File: config.mk
export PLATFORM = sky130hd
export DESIGN_NAME = swLockoutCtl
export DESIGN_NICKNAME = d
export VERILOG_FILES = /design/src/rtl/switchCtlPkg.sv /design/src/rtl/swResetSync.sv /design/src/rtl/swBitSync.sv /design/src/rtl/swCtlFsm.sv /design/src/rtl/swDatapath.sv /design/src/rtl/swLockoutCtl.sv
export SDC_FILE = /design/constraint.sdc
export NUM_CORES = 1
export LEC_CHECK = 0
export BUFFER_PORTS_ARGS = -buffer_cell sky130_fd_sc_hd__buf_2
export CORE_AREA = 2 2 39 41
export CTS_BUF_LIST = sky130_fd_sc_hd__clkbuf_4
export CTS_CLUSTER_DIAMETER = 150
export DETAILED_ROUTE_END_ITERATION = 10
export DIE_AREA = 0 0 41 43
export PLACE_DENSITY = 0.7
export REMOVE_ABC_BUFFERS = 1
export SLEW_MARGIN = 30
export SYNTH_ARGS = -nofsm -noshare
export SYNTH_HDL_FRONTEND = slang
export SYNTH_HIERARCHICAL = 1
export SYNTH_SLANG_ARGS = --single-unit
File: constraint.sdc
create_clock -name clk -period 1.1 [get_ports clk]
set_input_delay 0.11 -clock clk [delete_from_list [all_inputs] [get_ports clk]]
set_output_delay 0.11 -clock clk [all_outputs]
set_load 0.01 [all_outputs]
File: src/rtl/switchCtlPkg.sv
package switchCtlPkg;

  typedef enum logic [1:0] {
    ST_LOCKOUT  = 2'd0,
    ST_WAIT_LOW = 2'd1,
    ST_RUN      = 2'd2
  } ctlState_t;

  // Strobes from the control FSM to the datapath.
  typedef struct packed {
    logic captureEn;   // load the frozen state from the command inputs
    logic forceOff;    // gate every switch off
  } dpStrobe_t;

endpackage

File: src/rtl/swResetSync.sv
module swResetSync #(
  parameter int STAGES = 2
) (
  input  logic clk,
  input  logic supplyOk,
  output logic rstN
);
  logic [STAGES-1:0] rstQ;

  generate
    if (STAGES == 1) begin : g_single
      always_ff @(posedge clk or negedge supplyOk) begin
        if (!supplyOk) rstQ <= 1'b0;
        else           rstQ <= 1'b1;
      end
    end else begin : g_chain
      always_ff @(posedge clk or negedge supplyOk) begin
        if (!supplyOk) rstQ <= '0;
        else           rstQ <= {rstQ[STAGES-2:0], 1'b1};
      end
    end
  endgenerate

  assign rstN = rstQ[STAGES-1];
endmodule

File: src/rtl/swBitSync.sv
module swBitSync #(
  parameter int   STAGES    = 2,
  parameter logic RESET_VAL = 1'b1
) (
  input  logic clk,
  input  logic rstN,
  input  logic din,
  output logic dout
);
  logic [STAGES-1:0] syncQ;

  generate
    if (STAGES == 1) begin : g_single
      always_ff @(posedge clk or negedge rstN) begin
        if (!rstN) syncQ <= RESET_VAL;
        else       syncQ <= din;
      end
    end else begin : g_chain
      always_ff @(posedge clk or negedge rstN) begin
        if (!rstN) syncQ <= {STAGES{RESET_VAL}};
        else       syncQ <= {syncQ[STAGES-2:0], din};
      end
    end
  endgenerate

  assign dout = syncQ[STAGES-1];
endmodule

File: src/rtl/swCtlFsm.sv
module swCtlFsm
  import switchCtlPkg::*;
(
  input  logic      clk,
  input  logic      rstN,
  input  logic      latchSyncN,
  input  logic      extSyncN,
  input  logic      thermFault,
  output dpStrobe_t strobe
);
  ctlState_t stateQ, stateNext;

  always_ff @(posedge clk or negedge rstN) begin
    if (!rstN) stateQ <= ST_LOCKOUT;
    else       stateQ <= stateNext;
  end

  always_comb begin
    stateNext = stateQ;
    case (stateQ)
      ST_LOCKOUT:  stateNext = ST_WAIT_LOW;
      ST_WAIT_LOW: if (!latchSyncN) stateNext = ST_RUN;
      ST_RUN:      stateNext = ST_RUN;
      default:     stateNext = ST_LOCKOUT;
    endcase
  end

  // Capture also runs while waiting, so that run mode starts with fresh commands.
  always_comb begin
    strobe.captureEn = (stateQ != ST_LOCKOUT) && !latchSyncN;
    strobe.forceOff  = (stateQ != ST_RUN) || thermFault || !extSyncN;
  end
endmodule

File: src/rtl/swDatapath.sv
module swDatapath
  import switchCtlPkg::*;
#(
  parameter int NUM_SW = 4
) (
  input  logic              clk,
  input  logic              rstN,
  input  dpStrobe_t         strobe,
  input  logic [NUM_SW-1:0] swCmd,
  input  logic              thermFault,
  output logic [NUM_SW-1:0] swState,
  output logic              faultDriveLow
);
  logic [NUM_SW-1:0] frozenQ;
  logic              faultQ;

  always_ff @(posedge clk or negedge rstN) begin
    if (!rstN)                 frozenQ <= '0;
    else if (strobe.captureEn) frozenQ <= swCmd;
  end

  always_ff @(posedge clk or negedge rstN) begin
    if (!rstN) faultQ <= 1'b0;
    else       faultQ <= thermFault;
  end

  generate
    for (genvar i = 0; i < NUM_SW; i++) begin : g_gate
      assign swState[i] = frozenQ[i] & ~strobe.forceOff;
    end
  endgenerate

  assign faultDriveLow = faultQ;
endmodule

File: src/rtl/swLockoutCtl.sv
module swLockoutCtl
  import switchCtlPkg::*;
#(
  parameter int NUM_SW      = 4,
  parameter int SYNC_STAGES = 2
) (
  input  logic              clk,
  input  logic              supplyOk,
  input  logic              latchN,
  input  logic [NUM_SW-1:0] swCmd,
  input  logic              thermFault,
  input  logic              extOffPinN,
  output logic [NUM_SW-1:0] swState,
  output logic              faultDriveLow
);
  logic      rstN;
  logic      latchSyncN;
  logic      extSyncN;
  dpStrobe_t strobe;

  swResetSync #(.STAGES(SYNC_STAGES)) u_rstSync (
    .clk(clk), .supplyOk(supplyOk), .rstN(rstN)
  );

  swBitSync #(.STAGES(SYNC_STAGES), .RESET_VAL(1'b1)) u_latchSync (
    .clk(clk), .rstN(rstN), .din(latchN), .dout(latchSyncN)
  );

  swBitSync #(.STAGES(SYNC_STAGES), .RESET_VAL(1'b1)) u_extSync (
    .clk(clk), .rstN(rstN), .din(extOffPinN), .dout(extSyncN)
  );

  swCtlFsm u_fsm (
    .clk(clk), .rstN(rstN), .latchSyncN(latchSyncN), .extSyncN(extSyncN),
    .thermFault(thermFault), .strobe(strobe)
  );

  swDatapath #(.NUM_SW(NUM_SW)) u_dp (
    .clk(clk), .rstN(rstN), .strobe(strobe), .swCmd(swCmd),
    .thermFault(thermFault), .swState(swState), .faultDriveLow(faultDriveLow)
  );
endmodule

==> qor.csv, run 1 <==
stage;metric;value;unit
setup_path;rr_startpoint;u_fsm/stateQ[0]$_DFFE_PN0P_;
layout;fin_nets;73;
setup_path;start_kind;register;
place;dpl_worst_slack;-0.148;ns
clock_tree;insertion_delay;0.27;ns
timing;hold_viol;0;
global_route;first_global_vias;364;
power_and_ir_drop;p_switching;0.510;mW
synth;yosysUniqueCellTypes;11;
timing;slew_viol_final;0;
layout;final_cells;76;
timing;setup_viol;10;
route;vias;336;
layout;drive_gt1_share;68.3;%
clock_tree;cts_root_buf;clkbuf_4;
clock_tree;cts.sinks;13;
place;globalplace.congestion;0.700;
setup_path;worst-r2r-setup-slack;-0.20;ns
setup_path;end_kind;output pin;
power_and_ir_drop;switching_share;28.8;%
route;wl;900;um
outcome;violations;negative setup slack;
setup_path;required;0.99;ns
setup_path;r2r_cells;6;
synth;yosysTopAreaCellShare;45.3;%
route;drtIter0Drc;0;
timing;max_freq;0.699;GHz
outcome;status;complete, but fails checks;
route;via_per_inst;4.42;
setup_path;worstPathMaxFanout;4;
worst_hold_path;whs_endpoint;u_dp/frozenQ[3]$_DFFE_PN0P_;
setup_path;reg2reg_to;u_dp/frozenQ[1]$_DFFE_PN0P_;
clock_tree;clk_pin_slew;0.08;ns
timing;setup_tns;-2.21;ns
timing;period_share;130;%
synth;ys_ff_latch;13;
power_and_ir_drop;p_leak;0.380;nW
timing;hold_slack;0.0717;ns
worst_hold_path;hold_path.startpoint;swCmd[3];
synth;avgSynthCellArea;15.5;um2
synth;syn_inst;32;
global_route;grt_remaining_overflow;0;
setup_path;critPathLaunch;u_fsm/stateQ[0]$_DFFE_PN0P_;
power_and_ir_drop;internal-power;1.26;mW
setup_path;critPathKind;reg -> out;
place;port_buffers;13;
synth;ys_seq_area_share;66.5;%
floorplanning;io_pins;14;
floorplanning;core;0.00138;mm2
global_route;grt_pass1_wl;1.50;mm
synth;syn-cell-area;497;um2
timing;fin_crit;1.43;ns
clock_tree;clockBufferDepth;2;
layout;diodes;0;
floorplanning;num_rows;14;
power_and_ir_drop;power_frac_comb;45.5;%
timing;rsz0062_at_grt;yes;
job;maxCapViolCount;0;
clock_tree;tritoncts;yes;
synth;synth_area_leaders;dfrtp_1 (45%), dfstp_2 (21%), mux2_1 (9.1%), ha_1 (7.6%), mux2_4 (6.0%);
global_route;track_usage;13.8;%
synth;yosys_warnings;6;
floorplanning;dieWidth;41;um
worst_hold_path;hold_path.class;in -> reg;
global_route;antenna_found_initial;0;
route;wl_per_cell;11.8;um
place;placed_cells;67;
power_and_ir_drop;power_density;2270;mW/mm2
power_and_ir_drop;p_total;1.77;mW
route;drc;0;
route;dr.pass1.iters;1;
power_and_ir_drop;peakVddDrop;1180;uV
floorplanning;fp.dieH;43;um
floorplanning;die_area;0.00176;mm2
global_route;grt_max_degree;12;
clock_tree;cts_buffers;3;
power_and_ir_drop;pwr-share-clk;15.8;%
floorplanning;initial_core_util;35.9;%
worst_hold_path;hold_depth;2;
clock_tree;cts_htree_levels;1;
timing;fin_skew;0.00140;ns
layout;syn_to_final_growth;56.7;%
synth;synth_top_area_cell;dfrtp_1;
timing;fin_ws;-0.331;ns
setup_path;critPathArrivalTime;1.32;ns
power_and_ir_drop;seq_power_share;38.7;%
route;ant_nets;0;
[final cells by class]
| cell class | count | area, um2 |
|---|---|---|
| clock buffer | 3 | 22.5 |
| clock inverter | 1 | 5.00 |
| fill | 124 | 606 |
| inverter | 2 | 7.51 |
| multi-input combinational | 17 | 224 |
| sequential | 13 | 330 |
| tap | 16 | 20.0 |
| timing repair buffer | 24 | 169 |
[per-layer routing]
metal / global-route usage (%) / wire length, um / vias to the layer above
met5: 0 / 0 / -
met4: 4.00 / 8 / 0
met3: 7.85 / 56 / 2
met2: 24.4 / 505 / 12
met1: 12.4 / 329 / 165
li1: - / - / 157
[worst max-delay path by stage]
stage                                   to  slack [ns]  depth (start not counted)
6_report                        swState[3]       -0.33                          6
5_1_grt                         swState[1]       -0.47                          6
4_1_cts                         swState[3]       -0.34                          6
3_5_place_dp   u_dp/frozenQ[1]$_DFFE_PN0P_       -0.15                          5
3_3_place_gp   u_dp/frozenQ[0]$_DFFE_PN0P_       -0.14                          5
2_1_floorplan  u_dp/frozenQ[0]$_DFFE_PN0P_       -0.18                          4
[flip-flops by register name, indices dropped and copies added, names as in the netlist]
| signal | count |
|---|---|
| u_dp/frozenQ | 4 |
| u_extSync/syncQ | 2 |
| u_fsm/stateQ | 2 |
| u_latchSync/syncQ | 2 |
| u_rstSync/rstQ | 2 |
| u_dp/faultDriveLow | 1 |
[cell usage after synthesis, drive strengths merged]
master,count
nand2,1
inv,2
dfstp,4
ha,3
mux2,6
nand3b,1
nor2,1
dfrtp,9
nor2b,4
conb,1
[worst max-delay path, stage by stage, from the launching register on]
cell	delay, ns
dfrtp_1	0.39
inv_2	0.07
buf_6	0.09
ha_4	0.11
nand3b_1	0.13
nor2b_1	0.14
buf_2	0.14
[cells in the final DEF (no fill, tap or decap), drive strengths merged]
| cell | netlist | layout |
|---|---|---|
| buf | 0 | 20 |
| clkbuf | 0 | 3 |
| clkinv | 0 | 1 |
| conb | 1 | 1 |
| dfrtp | 9 | 9 |
| dfstp | 4 | 4 |
| dlygate4sd3 | 0 | 4 |
| ha | 3 | 3 |
| inv | 2 | 2 |
| mux2 | 6 | 6 |
| nand2 | 1 | 1 |
| nand3b | 1 | 1 |
| nor2 | 1 | 1 |
| nor2b | 4 | 4 |
[power groups by stage]
stage / clock network, mW / logic (mW) / registers [mW]
finish: 0.279 / 0.805 / 0.683
global route: 0.323 / 0.872 / 0.701
CTS: 0.298 / 0.690 / 0.685
detailed placement: 0 / 0.494 / 0.679
global placement: 0 / 0.490 / 0.675
floorplan: 0 / 0.291 / 0.669
[per-stage QoR]
stage / util, % / instance area (um2)
6_report: 56.2 / 778
5_1_grt: 56.2 / 778
4_1_cts: 53.3 / 738
3_5_place_dp: 45.3 / 627
3_3_place_gp: 45.3 / 627
2_1_floorplan: - / 497
[cells by family after synthesis]
kind of cell / share of synthesized area (%)
flops: 66.5
fa+ha+maj: 7.56
simple gates: 8.56
other cells: 0.755
mux: 15.1
buf+inv: 1.51
[what timing repair did]
item	4_1_cts	5_1_grt
endpoints found under the hold margin	5	1
resized for setup	12	6
hold buffers	3	1
pin swaps	4	3
setup endpoints to repair	10	10
setup buffers	1	0
Power figures use the tool's default switching activity.
==> run 2: changes to the inputs <==
--- a/config.mk
+++ b/config.mk
@@ -5,9 +5,10 @@
 export SDC_FILE = /design/constraint.sdc
 export NUM_CORES = 1
 export LEC_CHECK = 0
+export ABC_AREA = 1
 export BUFFER_PORTS_ARGS = -buffer_cell sky130_fd_sc_hd__buf_2
 export CORE_AREA = 2 2 39 41
-export CTS_BUF_LIST = sky130_fd_sc_hd__clkbuf_4
+export CTS_BUF_LIST = sky130_fd_sc_hd__clkbuf_4 sky130_fd_sc_hd__clkbuf_8
 export CTS_CLUSTER_DIAMETER = 150
 export DETAILED_ROUTE_END_ITERATION = 10
 export DIE_AREA = 0 0 41 43
==> run 2 against run 1 <==
  * The flow still finishes with violations (negative setup slack)
  * Sequential power up 4.0%
  * Critical endpoint is now swState[2]
  * Wire length increased by 16%
  * Core utilization shrank 2.4 points
  * Power down 5.6%
  * Design area is 4.3% lower
==> qor.csv, run 2 <==
stage;metric;value;unit;change
route;wl_per_cell;11.5;um;-3.3%
layout;post-route-util;53.8;%;-2.4 points
layout;fillCellCount;133;;+7.3%
setup_path;cp_cell_sequence;inv_2, ha_4, nand3b_1, nor2_1, buf_2;;
setup_path;critical-path-max-stage-delay;0.40;ns;about the same
route;vias;408;;+21%
timing;fin_crit;1.39;ns;-0.0390 ns
synth;ys_seq_area_share;66.3;%;-0.17 points
layout;final_common_cell;nand2_1;;
job;maxCapViolCount;0;;unchanged
setup_path;end_kind;output pin;;
floorplanning;die_area;0.00176;mm2;unchanged
place;placed_cells;80;;+19%
clock_tree;clk_pin_slew;0.08;ns;about the same
synth;synth.most_common_cell;nand2_1;;
clock_tree;tritoncts;yes;;
route;via_per_inst;4.48;;+1.4%
power_and_ir_drop;peakVddDrop;968;uV;-18%
layout;regMostFlops;u_dp/frozenQ;;
place;place_hpwl;654;um;
timing;period_share;127;%;-3.5 points
synth;yosys-mux-area-fraction;0;%;-15 points
setup_path;critPathArrivalTime;1.28;ns;-0.04 ns
setup_path;crit_slowest_cell;dfrtp_1;;
floorplanning;io_pins;14;;unchanged
global_route;antenna_found_initial;0;;unchanged
synth;synth_top_area_cell;dfrtp_1;;
setup_path;critPathKind;reg -> out;;
power_and_ir_drop;power_density;2240;mW/mm2;-1.3%
layout;syn_to_final_growth;49.5;%;
timing;hold_viol;0;;unchanged
floorplanning;dieWidth;41;um;unchanged
setup_path;critPathLaunch;u_fsm/stateQ[0]$_DFFE_PN0P_;;
outcome;status;complete, but fails checks;;
timing;setup_tns;-1.33;ns;+0.881 ns
global_route;grt_pass1_wl;1.63;mm;+8.8%
clock_tree;cts.sinks;13;;unchanged
setup_path;start_kind;register;;
setup_path;worstPathMaxFanout;4;;unchanged
timing;rsz0062_at_grt;yes;;
setup_path;required;0.99;ns;about the same
layout;drive_gt1_share;46.7;%;-22 points
outcome;violations;negative setup slack;;
route;drc;0;;unchanged
layout;diodes;0;;unchanged
timing;setup_viol;8;;-2
clock_tree;cts_htree_levels;1;;unchanged
synth;synth-edff-count;0;;unchanged
worst_hold_path;hold_path.startpoint;swCmd[0];;
synth;yosysUniqueCellTypes;10;;-1
synth;synth_common_cells;nand2_1 (17), dfrtp_1 (9), inv_1 (6);;
timing;fin_skew;0.00436;ns;+0.00296 ns
global_route;grt_remaining_overflow;0;;unchanged
synth;ys_ff_latch;13;;unchanged
floorplanning;fp.dieH;43;um;unchanged
power_and_ir_drop;p_leak;0.385;nW;+1.2%
synth;synth_top_family_by_area;simple AND/OR/NAND/NOR gates;;
synth;synth-simple-area-share;20.1;%;+12 points
setup_path;rr_startpoint;u_fsm/stateQ[1]$_DFFE_PN0P_;;
global_route;track_usage;14.2;%;+0.41 points
route;drtIter0Drc;4;;+4
worst_hold_path;hold_path.class;in -> reg;;
clock_tree;clockBufferDepth;2;;unchanged
layout;layout_common_cells;nand2_1 (14), buf_2 (13), dfrtp_1 (9), inv_1 (5);;
synth;syn_inst;49;;+53%
synth;yosys_warnings;6;;unchanged
place;port_buffers;13;;unchanged
synth;yosysTopAreaCellShare;45.2;%;-0.11 points
synth;synthAdderAreaFrac;7.54;%;-0.019 points
timing;slew_viol_final;0;;unchanged
timing;hold_slack;0.0426;ns;-0.0290 ns
synth;synthArstFlopShare;100;%;unchanged
timing;max_freq;0.718;GHz;+2.8%
clock_tree;cts_root_buf;clkbuf_4;;
clock_tree;cts_buffers;3;;unchanged
layout;largest_reg_flops;4;;unchanged
layout;fin_nets;88;;+21%
synth;synth_area_leaders;dfrtp_1 (45%), dfstp_2 (21%), nand2_1 (13%), ha_1 (7.5%), inv_1 (4.5%);;
route;ant_nets;0;;unchanged
route;dr.pass1.iters;3;;+2
layout;final_cells;91;;+20%
place;dpl_worst_slack;-0.0546;ns;+0.0939 ns
synth;synthXorXnorAreaFrac;0;%;unchanged
synth;synth_flop_cell;dfrtp_1;;
route;wl;1.04;mm;+16%
global_route;grt_max_degree;12;;unchanged
timing;fin_ws;-0.292;ns;+0.0390 ns
floorplanning;initial_core_util;36.0;%;+0.090 points
synth;synth_compound_area_share;0;%;unchanged
layout;multi_input_area;194;um2;-13%
synth;syn-cell-area;498;um2;+0.25%
synth;avgSynthCellArea;10.2;um2;-35%
clock_tree;insertion_delay;0.27;ns;about the same
place;globalplace.congestion;0.630;;-10%
floorplanning;num_rows;14;;unchanged
global_route;first_global_vias;394;;+8.2%
layout;seqCellArea;330;um2;unchanged
floorplanning;core;0.00138;mm2;unchanged
run 2: cell types whose count changed in the layout (fill, tap and decap cells not counted), sizes merged:
| cell | previous run | this run |
|---|---|---|
| inv | 2 | 7 |
| nor2 | 1 | 5 |
| nand3 | 0 | 2 |
| buf | 20 | 18 |
| nand2 | 1 | 17 |
| nor2b | 4 | 0 |
| mux2 | 6 | 0 |
run 2: final timing paths:
| kind | to | slack [ns] | cells after the start |
|---|---|---|---|
| setup / recovery | swState[2] | -0.29 | 5 |
| hold / removal | u_dp/frozenQ[0]$_DFFE_PN0P_ | 0.04 | 3 |
| setup reg to reg | u_dp/frozenQ[1]$_DFFE_PN0P_ | -0.07 | 6 |
| hold reg to reg | u_dp/frozenQ[2]$_DFFE_PN0P_ | 0.18 | 0 |
| max in group asynchronous | u_latchSync/syncQ[1]$_DFF_PN1_ | 0.59 | 0 |
| min in group asynchronous | u_rstSync/rstQ[0]$_DFF_PN0_ | 0.15 | 2 |
run 2: what timing repair did:
item / in CTS / in global routing
setup buffers: 3 / 1
setup endpoints to repair: 8 / 10
gates resized for setup: 7 / 6
pin swaps: 6 / 8
hold buffers: 3 / 1
endpoints found under the hold margin: 5 / 1
run 2: where the power goes:
group	internal, mW	leakage [nW]	switching, mW
registers	0.610	0.150	0.100
clock network	0.135	0.0177	0.158
logic	0.333	0.216	0.332
total	1.08	0.385	0.591
run 2: cell families (layout without fill, tap and decap cells):
logic type | after synthesis | in the layout
and+or+nand+nor | 25 | 25
buffers and inverters | 7 | 33
adders and majority gates | 3 | 3
other | 1 | 1
DFF | 13 | 13
run 2: metrics by stage:
step	power (mW)	cell area, um2
global route	1.81	744
detailed placement	1.10	598
finish	1.67	744
global placement	1.08	598
floorplan	0.942	498
CTS	1.56	704
run 2: final cells by class:
class / instances / share of cell area (%)
clock buffers: 3 / 3.03
clock inverters: 1 / 0.672
inverters: 7 / 3.53
multi-input cells: 29 / 26.1
flip-flops and latches: 13 / 44.4
well taps: 16 / 2.69
repair buffers: 22 / 19.7
run 2: routing by layer:
layer | share of wire (%) | vias to the layer above | wire [um] | GRT usage [%]
li1 | - | 193 | - | -
met1 | 41 | 204 | 430 | 16.8
met2 | 54 | 11 | 561 | 21.6
met3 | 4.8 | 0 | 50 | 6.28
met4 | 0 | 0 | 0 | 6.00
met5 | 0 | - | 0 | 0
run 2: critical path, delay by kind of cell, from the launching register on:
family	cells	cell delay, ns
flip-flops	1	0.40
buffers and inverters	2	0.22
adder cells (fa/ha/maj)	1	0.12
AND/OR/NAND/NOR	2	0.28
